## config.mk

```make
export PLATFORM = sky130hd
export DESIGN_NAME = hs_ctrl
export DESIGN_NICKNAME = d
export VERILOG_FILES = /design/src/rtl/hs_pkg.sv /design/src/rtl/hs_sync.sv /design/src/rtl/hs_fsm.sv /design/src/rtl/hs_drive.sv /design/src/rtl/hs_ctrl.sv
export SDC_FILE = /design/constraint.sdc
export NUM_CORES = 1
export LEC_CHECK = 0
export BUFFER_PORTS_ARGS = -buffer_cell sky130_fd_sc_hd__buf_2
export CAP_MARGIN = 40
export CORE_ASPECT_RATIO = 1.2
export CORE_MARGIN = 2
export CORE_UTILIZATION = 30
export CTS_CLUSTER_DIAMETER = 200
export DETAILED_ROUTE_END_ITERATION = 6
export GPL_TIMING_DRIVEN = 1
export PLACE_DENSITY = 0.57
export REMOVE_ABC_BUFFERS = 1
export SYNTH_ARGS = -nofsm -noshare
export SYNTH_HDL_FRONTEND = slang
export SYNTH_SLANG_ARGS = --single-unit
```

## constraint.sdc

```tcl
create_clock -name clk -period 2.9 [get_ports clk]
set_input_delay 0.435 -clock clk [delete_from_list [all_inputs] [get_ports clk]]
set_output_delay 0.435 -clock clk [all_outputs]
set_load 0.01 [all_outputs]
```

## src/rtl/hs_pkg.sv

```systemverilog
`timescale 1ns/1ps
package hs_pkg;

  typedef enum logic [3:0] {
    ST_IDLE   = 4'd0,
    ST_R_ARM  = 4'd1,
    ST_R_STRB = 4'd2,
    ST_R_EN   = 4'd3,
    ST_R_ACK  = 4'd4,
    ST_R_DROP = 4'd5,
    ST_W_EN   = 4'd6,
    ST_W_STRB = 4'd7,
    ST_W_DROP = 4'd8,
    ST_W_ACK  = 4'd9,
    ST_RET    = 4'd10,
    ST_FAULT  = 4'd11
  } hs_state_t;

  typedef struct packed {
    logic strb;
    logic en;
    logic ack;
    logic csc;
  } hs_outs_t;

  // Output values and coding bit held in each phase
  function automatic hs_outs_t outs_of(input hs_state_t s);
    hs_outs_t o;
    o = '0;
    case (s)
      ST_R_ARM:  o = '{strb: 1'b0, en: 1'b0, ack: 1'b0, csc: 1'b1};
      ST_R_STRB: o = '{strb: 1'b1, en: 1'b0, ack: 1'b0, csc: 1'b1};
      ST_R_EN:   o = '{strb: 1'b1, en: 1'b1, ack: 1'b0, csc: 1'b1};
      ST_R_ACK:  o = '{strb: 1'b1, en: 1'b1, ack: 1'b1, csc: 1'b1};
      ST_R_DROP: o = '{strb: 1'b1, en: 1'b0, ack: 1'b1, csc: 1'b1};
      ST_W_EN:   o = '{strb: 1'b0, en: 1'b1, ack: 1'b0, csc: 1'b1};
      ST_W_STRB: o = '{strb: 1'b1, en: 1'b1, ack: 1'b0, csc: 1'b1};
      ST_W_DROP: o = '{strb: 1'b1, en: 1'b0, ack: 1'b0, csc: 1'b1};
      ST_W_ACK:  o = '{strb: 1'b1, en: 1'b0, ack: 1'b1, csc: 1'b1};
      default:   o = '0;
    endcase
    return o;
  endfunction

  function automatic logic is_read(input hs_state_t s);
    return (s == ST_R_ARM) || (s == ST_R_STRB) || (s == ST_R_EN) ||
           (s == ST_R_ACK) || (s == ST_R_DROP);
  endfunction

  function automatic logic is_write(input hs_state_t s);
    return (s == ST_W_EN) || (s == ST_W_STRB) || (s == ST_W_DROP) ||
           (s == ST_W_ACK);
  endfunction

  // Illegal input combination for the current phase
  function automatic logic fault_of(input hs_state_t s, input logic rd,
                                    input logic wr, input logic ack);
    logic f;
    f = 1'b0;
    if (is_read(s) && wr)  f = 1'b1;
    if (is_write(s) && rd) f = 1'b1;
    case (s)
      ST_IDLE:   if (ack || (rd && wr)) f = 1'b1;
      ST_R_ARM:  if (ack || !rd)        f = 1'b1;
      ST_R_STRB: if (!rd)               f = 1'b1;
      ST_R_EN:   if (!rd || !ack)       f = 1'b1;
      ST_R_ACK:  if (!ack)              f = 1'b1;
      ST_R_DROP: if (rd || !ack)        f = 1'b1;
      ST_W_EN:   if (ack || !wr)        f = 1'b1;
      ST_W_STRB: if (!wr)               f = 1'b1;
      ST_W_DROP: if (!wr || !ack)       f = 1'b1;
      ST_W_ACK:  if (!ack)              f = 1'b1;
      default:   f = f;
    endcase
    return f;
  endfunction

  // Legal successor when no fault is present
  function automatic hs_state_t advance_of(input hs_state_t s, input logic rd,
                                           input logic wr, input logic ack);
    hs_state_t n;
    n = s;
    case (s)
      ST_IDLE:   if (rd) n = ST_R_ARM; else if (wr) n = ST_W_EN;
      ST_R_ARM:  n = ST_R_STRB;
      ST_R_STRB: if (ack) n = ST_R_EN;
      ST_R_EN:   n = ST_R_ACK;
      ST_R_ACK:  if (!rd) n = ST_R_DROP;
      ST_R_DROP: n = ST_RET;
      ST_W_EN:   n = ST_W_STRB;
      ST_W_STRB: if (ack) n = ST_W_DROP;
      ST_W_DROP: n = ST_W_ACK;
      ST_W_ACK:  if (!wr) n = ST_RET;
      ST_RET:    if (!ack) n = ST_IDLE;
      default:   n = s;
    endcase
    return n;
  endfunction

endpackage

```

## src/rtl/hs_sync.sv

```systemverilog
`timescale 1ns/1ps
module hs_sync #(
  parameter int WIDTH  = 3,
  parameter int STAGES = 2
) (
  input  logic             clk,
  input  logic             rst,
  input  logic [WIDTH-1:0] din,
  output logic [WIDTH-1:0] dout
);
  logic [WIDTH-1:0] chain [STAGES];

  for (genvar i = 0; i < STAGES; i++) begin : g_stage
    if (i == 0) begin : g_first
      always_ff @(posedge clk) begin
        if (rst) chain[i] <= '0;
        else     chain[i] <= din;
      end
    end else begin : g_next
      always_ff @(posedge clk) begin
        if (rst) chain[i] <= '0;
        else     chain[i] <= chain[i-1];
      end
    end
  end

  assign dout = chain[STAGES-1];
endmodule

```

## src/rtl/hs_fsm.sv

```systemverilog
`timescale 1ns/1ps
module hs_fsm
  import hs_pkg::*;
(
  input  logic      clk,
  input  logic      rst,
  input  logic      rd,
  input  logic      wr,
  input  logic      ack,
  output hs_state_t state_q,
  output hs_state_t state_d,
  output logic      fault_ev
);
  always_comb begin
    fault_ev = 1'b0;
    state_d  = state_q;
    if (state_q != ST_FAULT) begin
      fault_ev = fault_of(state_q, rd, wr, ack);
      state_d  = fault_ev ? ST_FAULT : advance_of(state_q, rd, wr, ack);
    end
  end

  always_ff @(posedge clk) begin
    if (rst) state_q <= ST_IDLE;
    else     state_q <= state_d;
  end
endmodule

```

## src/rtl/hs_drive.sv

```systemverilog
`timescale 1ns/1ps
module hs_drive
  import hs_pkg::*;
(
  input  logic      clk,
  input  logic      rst,
  input  hs_state_t state_d,
  output logic      strb_q,
  output logic      en_q,
  output logic      ack_q,
  output logic      csc_q,
  output logic      err_q
);
  hs_outs_t nxt;
  logic     freeze;

  assign nxt    = outs_of(state_d);
  assign freeze = (state_d == ST_FAULT);

  always_ff @(posedge clk) begin
    if (rst) begin
      strb_q <= 1'b0;
      en_q   <= 1'b0;
      ack_q  <= 1'b0;
      csc_q  <= 1'b0;
      err_q  <= 1'b0;
    end else if (freeze) begin
      err_q  <= 1'b1;
    end else begin
      strb_q <= nxt.strb;
      en_q   <= nxt.en;
      ack_q  <= nxt.ack;
      csc_q  <= nxt.csc;
    end
  end
endmodule

```

## src/rtl/hs_ctrl.sv

```systemverilog
`timescale 1ns/1ps
module hs_ctrl
  import hs_pkg::*;
#(
  parameter int SYNC_STAGES = 2
) (
  input  logic clk,
  input  logic rst,
  input  logic rd_strb_i,
  input  logic wr_strb_i,
  input  logic dev_ack_i,
  output logic dev_strb_o,
  output logic data_en_o,
  output logic bus_ack_o,
  output logic proto_err_o
);
  localparam int IN_W = 3;

  logic [IN_W-1:0] raw_in;
  logic [IN_W-1:0] sync_in;
  logic            rd_sync;
  logic            wr_sync;
  logic            ack_sync;
  logic            csc_bit;
  logic            fault_ev;
  hs_state_t       state_q;
  hs_state_t       state_d;

  assign raw_in = {rd_strb_i, wr_strb_i, dev_ack_i};
  assign {rd_sync, wr_sync, ack_sync} = sync_in;

  hs_sync #(.WIDTH(IN_W), .STAGES(SYNC_STAGES)) u_sync (
    .clk (clk),
    .rst (rst),
    .din (raw_in),
    .dout(sync_in)
  );

  hs_fsm u_fsm (
    .clk     (clk),
    .rst     (rst),
    .rd      (rd_sync),
    .wr      (wr_sync),
    .ack     (ack_sync),
    .state_q (state_q),
    .state_d (state_d),
    .fault_ev(fault_ev)
  );

  hs_drive u_drive (
    .clk    (clk),
    .rst    (rst),
    .state_d(state_d),
    .strb_q (dev_strb_o),
    .en_q   (data_en_o),
    .ack_q  (bus_ack_o),
    .csc_q  (csc_bit),
    .err_q  (proto_err_o)
  );
endmodule

```

Yosys cells after proc, flatten, opt, wreduce, memory -nomap -nowiden --
Memory sizes are Yosys's and may differ from the RTL's. A register that Yosys moved wholly into a read port is not among the register bits. Index checks and enable logic that the tools add are counted.
Storage, ports and cells: flip-flop bits (word level) 5, RAM bits 6, memory bits (read-only) 64, bits of input ports 5, word-level logic and storage cells 68, memories 2
Memories:
- (name not given) | depth 16, bits a word 4, read ports 1, clocked after Yosys merged registers in 1, write ports 0, RTL line hs_pkg.sv:30 | case (s)
- u_sync.chain | depth 2, bits a word 3, read ports 2, clocked after Yosys merged registers in 0, write ports 2, RTL line hs_sync.sv:11 | logic [WIDTH-1:0] chain [STAGES];
Cells by class: equality and inequality tests 12, mux-type cells 28, bitwise gates (word level) 2, reductions and logical operators 22
Operator list (count):
- $pmux 4 s11 | 1
- $mux 4 | 9
- $eq 4x3->1 const B | 4
- $eq 4x4->1 const B | 4
- $mux 1 | 15
- $logic_or 1x1->1 | 13
- $pmux 1 s9 | 1
- $eq 4x2->1 const B | 2
- $mux 3 | 2
- $eq 4x1->1 const B | 1
- $logic_not 1->1 | 4
- $logic_not 4->1 | 1
- $ne 4x4->1 const B | 1
- $logic_and 1x1->1 | 3
- $or 1x1->1 | 2
- $reduce_or 2->1 | 1

Depth between registers and ports, before layout --
depth in word-level cells 15, depth in mapped cells 9, depth with buffers taken out 7

Modules after synthesis --
A second synthesis with hierarchy kept.
Unflattened totals: cell total of the unflattened synthesis 135, area total of the unflattened synthesis 1066.0 um^2
Modules (own cells, without submodules):
- hs_fsm | instances 1, cells each 94, area an instance 665.6 um^2
- hs_drive | instances 1, cells each 29, area an instance 242.7 um^2
- hs_sync | instances 1, cells each 12, area an instance 157.7 um^2

Worst setup path before layout --
No wires, ideal clock.
kind flip-flop to flip-flop, from memory u_sync.chain[1][1], to register u_drive.strb_q, arrival time 1.711 ns, setup slack 1.070 ns, cell stages (with the launch flop) 10, buffers on the path 2, period minus slack after synthesis 1.830 ns, path through dfxtp_1 > clkbuf_2 > inv_1 > o32ai_1 > nor3b_1 > o32ai_1 > a22o_1 > buf_6 > a21oi_1 > o221a_1
RTL lines:
- start: declaration | RTL line hs_sync.sv:11
- end: declaration | RTL line hs_drive.sv:8 | output logic strb_q,

Worst setup path in the final report --
from register u_fsm.state_q[2], to register u_drive.strb_q
Between the ends: cells in the longest elaborated chain, start to end 15
RTL lines:
- start: declaration | RTL line hs_fsm.sv:10 | output hs_state_t state_q,
- start signal: assignment | RTL line hs_fsm.sv:25 | else state_q <= state_d;
- $eq 4x1->1 or $eq 4x2->1 (tied branches) | RTL line hs_pkg.sv:46, hs_pkg.sv:62, hs_pkg.sv:83
- $logic_or 1x1->1 (3 in series) | RTL line hs_pkg.sv:46 | return (s == ST_R_ARM) || (s == ST_R_STRB) || (s == ST_R_EN) ||
- $logic_or 1x1->1 | RTL line hs_pkg.sv:47 | (s == ST_R_ACK) || (s == ST_R_DROP);
- $logic_and 1x1->1 | RTL line hs_pkg.sv:60 | if (is_read(s) && wr) f = 1'b1;
- $mux 1 | RTL line hs_pkg.sv:60
- $mux 1 | RTL line hs_pkg.sv:61 | if (is_write(s) && rd) f = 1'b1;
- $mux 1 (tied with other cells) | RTL line hs_pkg.sv:67, hs_pkg.sv:72
- $pmux 1 s9 | RTL line hs_pkg.sv:62 | case (s)
- $mux 1 | RTL line hs_fsm.sv:17 | if (state_q != ST_FAULT) begin
- $mux 4 | RTL line hs_fsm.sv:19 | state_d = fault_ev ? ST_FAULT : advance_of(state_q, rd, wr, ack);
- $mux 4 * | RTL line hs_fsm.sv:17
- $eq 4x4->1 | RTL line hs_drive.sv:18 | assign freeze = (state_d == ST_FAULT);
- $logic_not 1->1 (no source line)
Mark *: on every way between the ends. The rest lies on a longest branch, timed or not. The select of a mux whose other input is x is not followed. A chain may end at the register's enable or synchronous reset.

==> metrics.md <==
| Metric | Value |
|---|---|
| Run status | finished clean |
| ANT cells | 0 |
| CTS tree | built |
| Synth unique cells | 45 |
| Number of global-route vias before repair | 873 |
| Routed wire length | 2390 µm |
| Leak pwr | 0.420 nW |
| DPL Wire Length | about 1800 µm |
| Cell repeated most along the worst path | sky130_fd_sc_hd__o32ai_1 |
| Site Rows | 23 |
| Hold Path Class | input port to flop |
| Number of buffers added for setup after CTS | 0 |
| Ratio of routed vias to standard cells | roughly 5.7 |
| Remaining antenna violation count | 0 |
| Buffers on Ports | 8 |
| F_max | approximately 400 MHz |
| Mapped Area | 1040 µm² |
| Commonest cells in the synthesized netlist | sky130_fd_sc_hd__dfxtp_1 (14), sky130_fd_sc_hd__nor2_1 (13), sky130_fd_sc_hd__a21oi_1 (12) |
| Routed length per instance | approximately 14 µm |
| CTS buffer count | 3 |
| CTS HTree Levels | 1 |
| CP required | 3040 ps |
| Post-detailed-route DRC marker count | 0 |
| Critical-path top delay cell | sky130_fd_sc_hd__dfxtp_1 |
| Power density of the placed cells | 1180 nW/µm² |
| Clock transition at the register clock pins on the worst setup and hold paths after CTS | 60 ps |
| FFs w/ async S/R, synth | 0% |
| Initial standard-cell utilization of the core | 31.3% |
| Share of final-layout standard cells stronger than drive strength 1 | 15.8% |
| Violation count after the first detailed-route iteration | 27 |
| Area leader, netlist | sky130_fd_sc_hd__dfxtp_1 |
| Setup tns final | 0 ps |
| Width of the die | 57.8 µm |
| Ordered cell list for the critical path | nor2_1 > o32ai_1 > nor3b_1 > o32ai_1 > a22o_1 > a21oi_1 > o221a_1 |
| RSZ-0062 raised after global routing | no |
| VDD IR max | 0.724 mV |
| Insertion delay to the later sink of the worst-skew pair | 250 ps |
| Total Routing Usage GR | between 10 and 15% |
| Synthesized instance count | about 140 |
| Initial antenna violation count | 0 |
| Total power of the final layout | between 0.001 and 0.0015 W |
| Final clock skew | about 3.5 ps |
| Max Transition Viols Final | 0 |
| Die Span Y | ~70 µm |
| DP Worst Slack | 481 ps |
| Pin count of the biggest net entering global routing | 19 |
| Final Wtd Congestion | 0.918 |
| Wire length of the first global-routing pass | about 3900 µm |
| Sequential standard cell area | between 200 and 300 µm² |
| Proportion of synthesized chip area in sequential cells | 26.9% |
| Buf+Inv Stages, Crit Path | 0 |
| Headroom to the max-slew limit | 60.7% |
| Fraction of the cycle the final worst path needs | 84.8% |
| Worst hold-check slack | ~400 ps |
| CTS Root Cell | sky130_fd_sc_hd__clkbuf_8 |
| Total of endpoints with negative setup slack in the final report | 0 |
| Clock sink total | 14 |
| Leftover overflow at the end of global routing | 0 |
| Fin crit period | 2460 ps |
| Post-route setup slack | 442 ps |
| Net count, final | 145 |
| PostCTS Resize Cnt | 0 |
| Most frequently used flop master after synthesis | sky130_fd_sc_hd__dfxtp_1 |
| Number of max-cap violations | 0 |
| Post-CTS Hold Fix Bufs | 0 |
| Synthesis-to-layout area growth | 9.83% |
| Count of warnings emitted by yosys | 0 |
| Most common cell in the synthesized netlist | sky130_fd_sc_hd__dfxtp_1 |
| Portion of synthesized cell area occupied by the leading cell type | a little over a quarter |
| Worst Max-Slew Pin Slew | 589 ps |
| Number of cells in the design after placement | between 150 and 200 |
| CP Launch Type | flop |
| Flip-flop and latch count after synthesis | 14 |
| CP top delay family | compound AO/OA/AOI/OAI gates |
| Placeable core area | 3340 µm² |
| Floorplan die area | 3970 µm² |
| CP max stage delay | 690 ps |
| Leading post-synthesis cells by cell area | sky130_fd_sc_hd__dfxtp_1 (27%), sky130_fd_sc_hd__a21oi_1 (5.8%), sky130_fd_sc_hd__nor2b_1 (5.4%) |
| Vias post-DR | 1005 |
| Data arrival time of the critical path | 2590 ps |
| Count of flip-flops with a built-in enable after synthesis | 0 |
| First-pass iteration count of the detailed router | 4 |
| Mapped Avg Cell Area | approximately 7.7 µm² |
| Clock tree buffer depth | 2 |
| I/O pins | 9 |
| Hold Vio Cnt, Final | 0 |
| Non-Filler Instances | roughly 180 |
| Total area of multi-input combinational cells | 664 µm² |
| Maximum net fanout on the critical path | 18 |
| Fill cell instance count of the final layout | 358 |
| Critical Path Sink Type | flop |
| CP Class | flop to flop |
## final timing paths
check / from / end / slack, ps / cells past startpoint
worst max-delay path: u_fsm.state_q[2] / u_drive.strb_q / 440 / 7
worst min-delay path: dev_ack_i / u_sync.chain[0][0] / 400 / 2
worst max register to register: u_fsm.state_q[2] / u_drive.strb_q / 440 / 7
worst min register to register: u_sync.chain[0][2] / u_sync.chain[1][2] / 440 / 1
## area by class of cell
| type | instances | area share, % |
|---|---|---|
| clock buffer | 4 | 4.80 |
| tap | 37 | 4.04 |
| sequential | 14 | 24.5 |
| multi-input combinational | 101 | 58.0 |
| inverter | 8 | 2.62 |
| timing repair buffer | 12 | 6.11 |
## cell families after synthesis
| logic type | Yosys count | synth area share, % |
|---|---|---|
| buffers and inverters | 20 | 9.47 |
| multiplexers | 4 | 3.84 |
| adder cells (fa/ha/maj) | 1 | 1.08 |
| AO/OA/AOI/OAI | 53 | 35.5 |
| AND/OR/NAND/NOR | 43 | 23.3 |
| flip-flops | 14 | 26.9 |
## placed cells by master (no fill, tap or decap), drive strengths merged, types with 4 or more instances in the layout
| cell type | instances |
|---|---|
| a21oi | 13 |
| nor2 | 13 |
| o21ai | 11 |
| nor2b | 9 |
| dfxtp | 14 |
| inv | 8 |
| nand2b | 6 |
| o211ai | 4 |
| buf | 12 |
| mux2i | 4 |
| clkbuf | 4 |
| a22oi | 4 |
## layer usage
layer  GRT usage (%)  vias to the layer above  routed length [µm]
met3            1.68                        9                  78
met4            7.56                        0                  80
met2            21.0                       24                1160
li1                -                      501                   -
met5               0                        -                   0
met1            15.1                      471                1070
## state kept, by name, summed over array words and instances (netlist names)
name / count
u_fsm.state_q: 4
u_drive.err_q: 1
u_drive.en_q: 1
u_drive.strb_q: 1
u_drive.ack_q: 1
u_sync.chain: 6
## metrics by stage
stage,cell area [µm²],utilization [%]
final,1150,34.3
after global routing,1150,34.3
after CTS,1150,34.3
after detailed placement,1090,32.7
after global placement,1090,32.7
after floorplan,975,-
## power breakdown
group,switching (W),total (W),internal [W]
sequential,0.0000972,0.000347,0.000250
combinational,0.000468,0.000818,0.000349
clock,0.0000706,0.000191,0.000120
total,0.000636,0.00136,0.000719
Note: power is estimated with default switching activity, not from simulation.
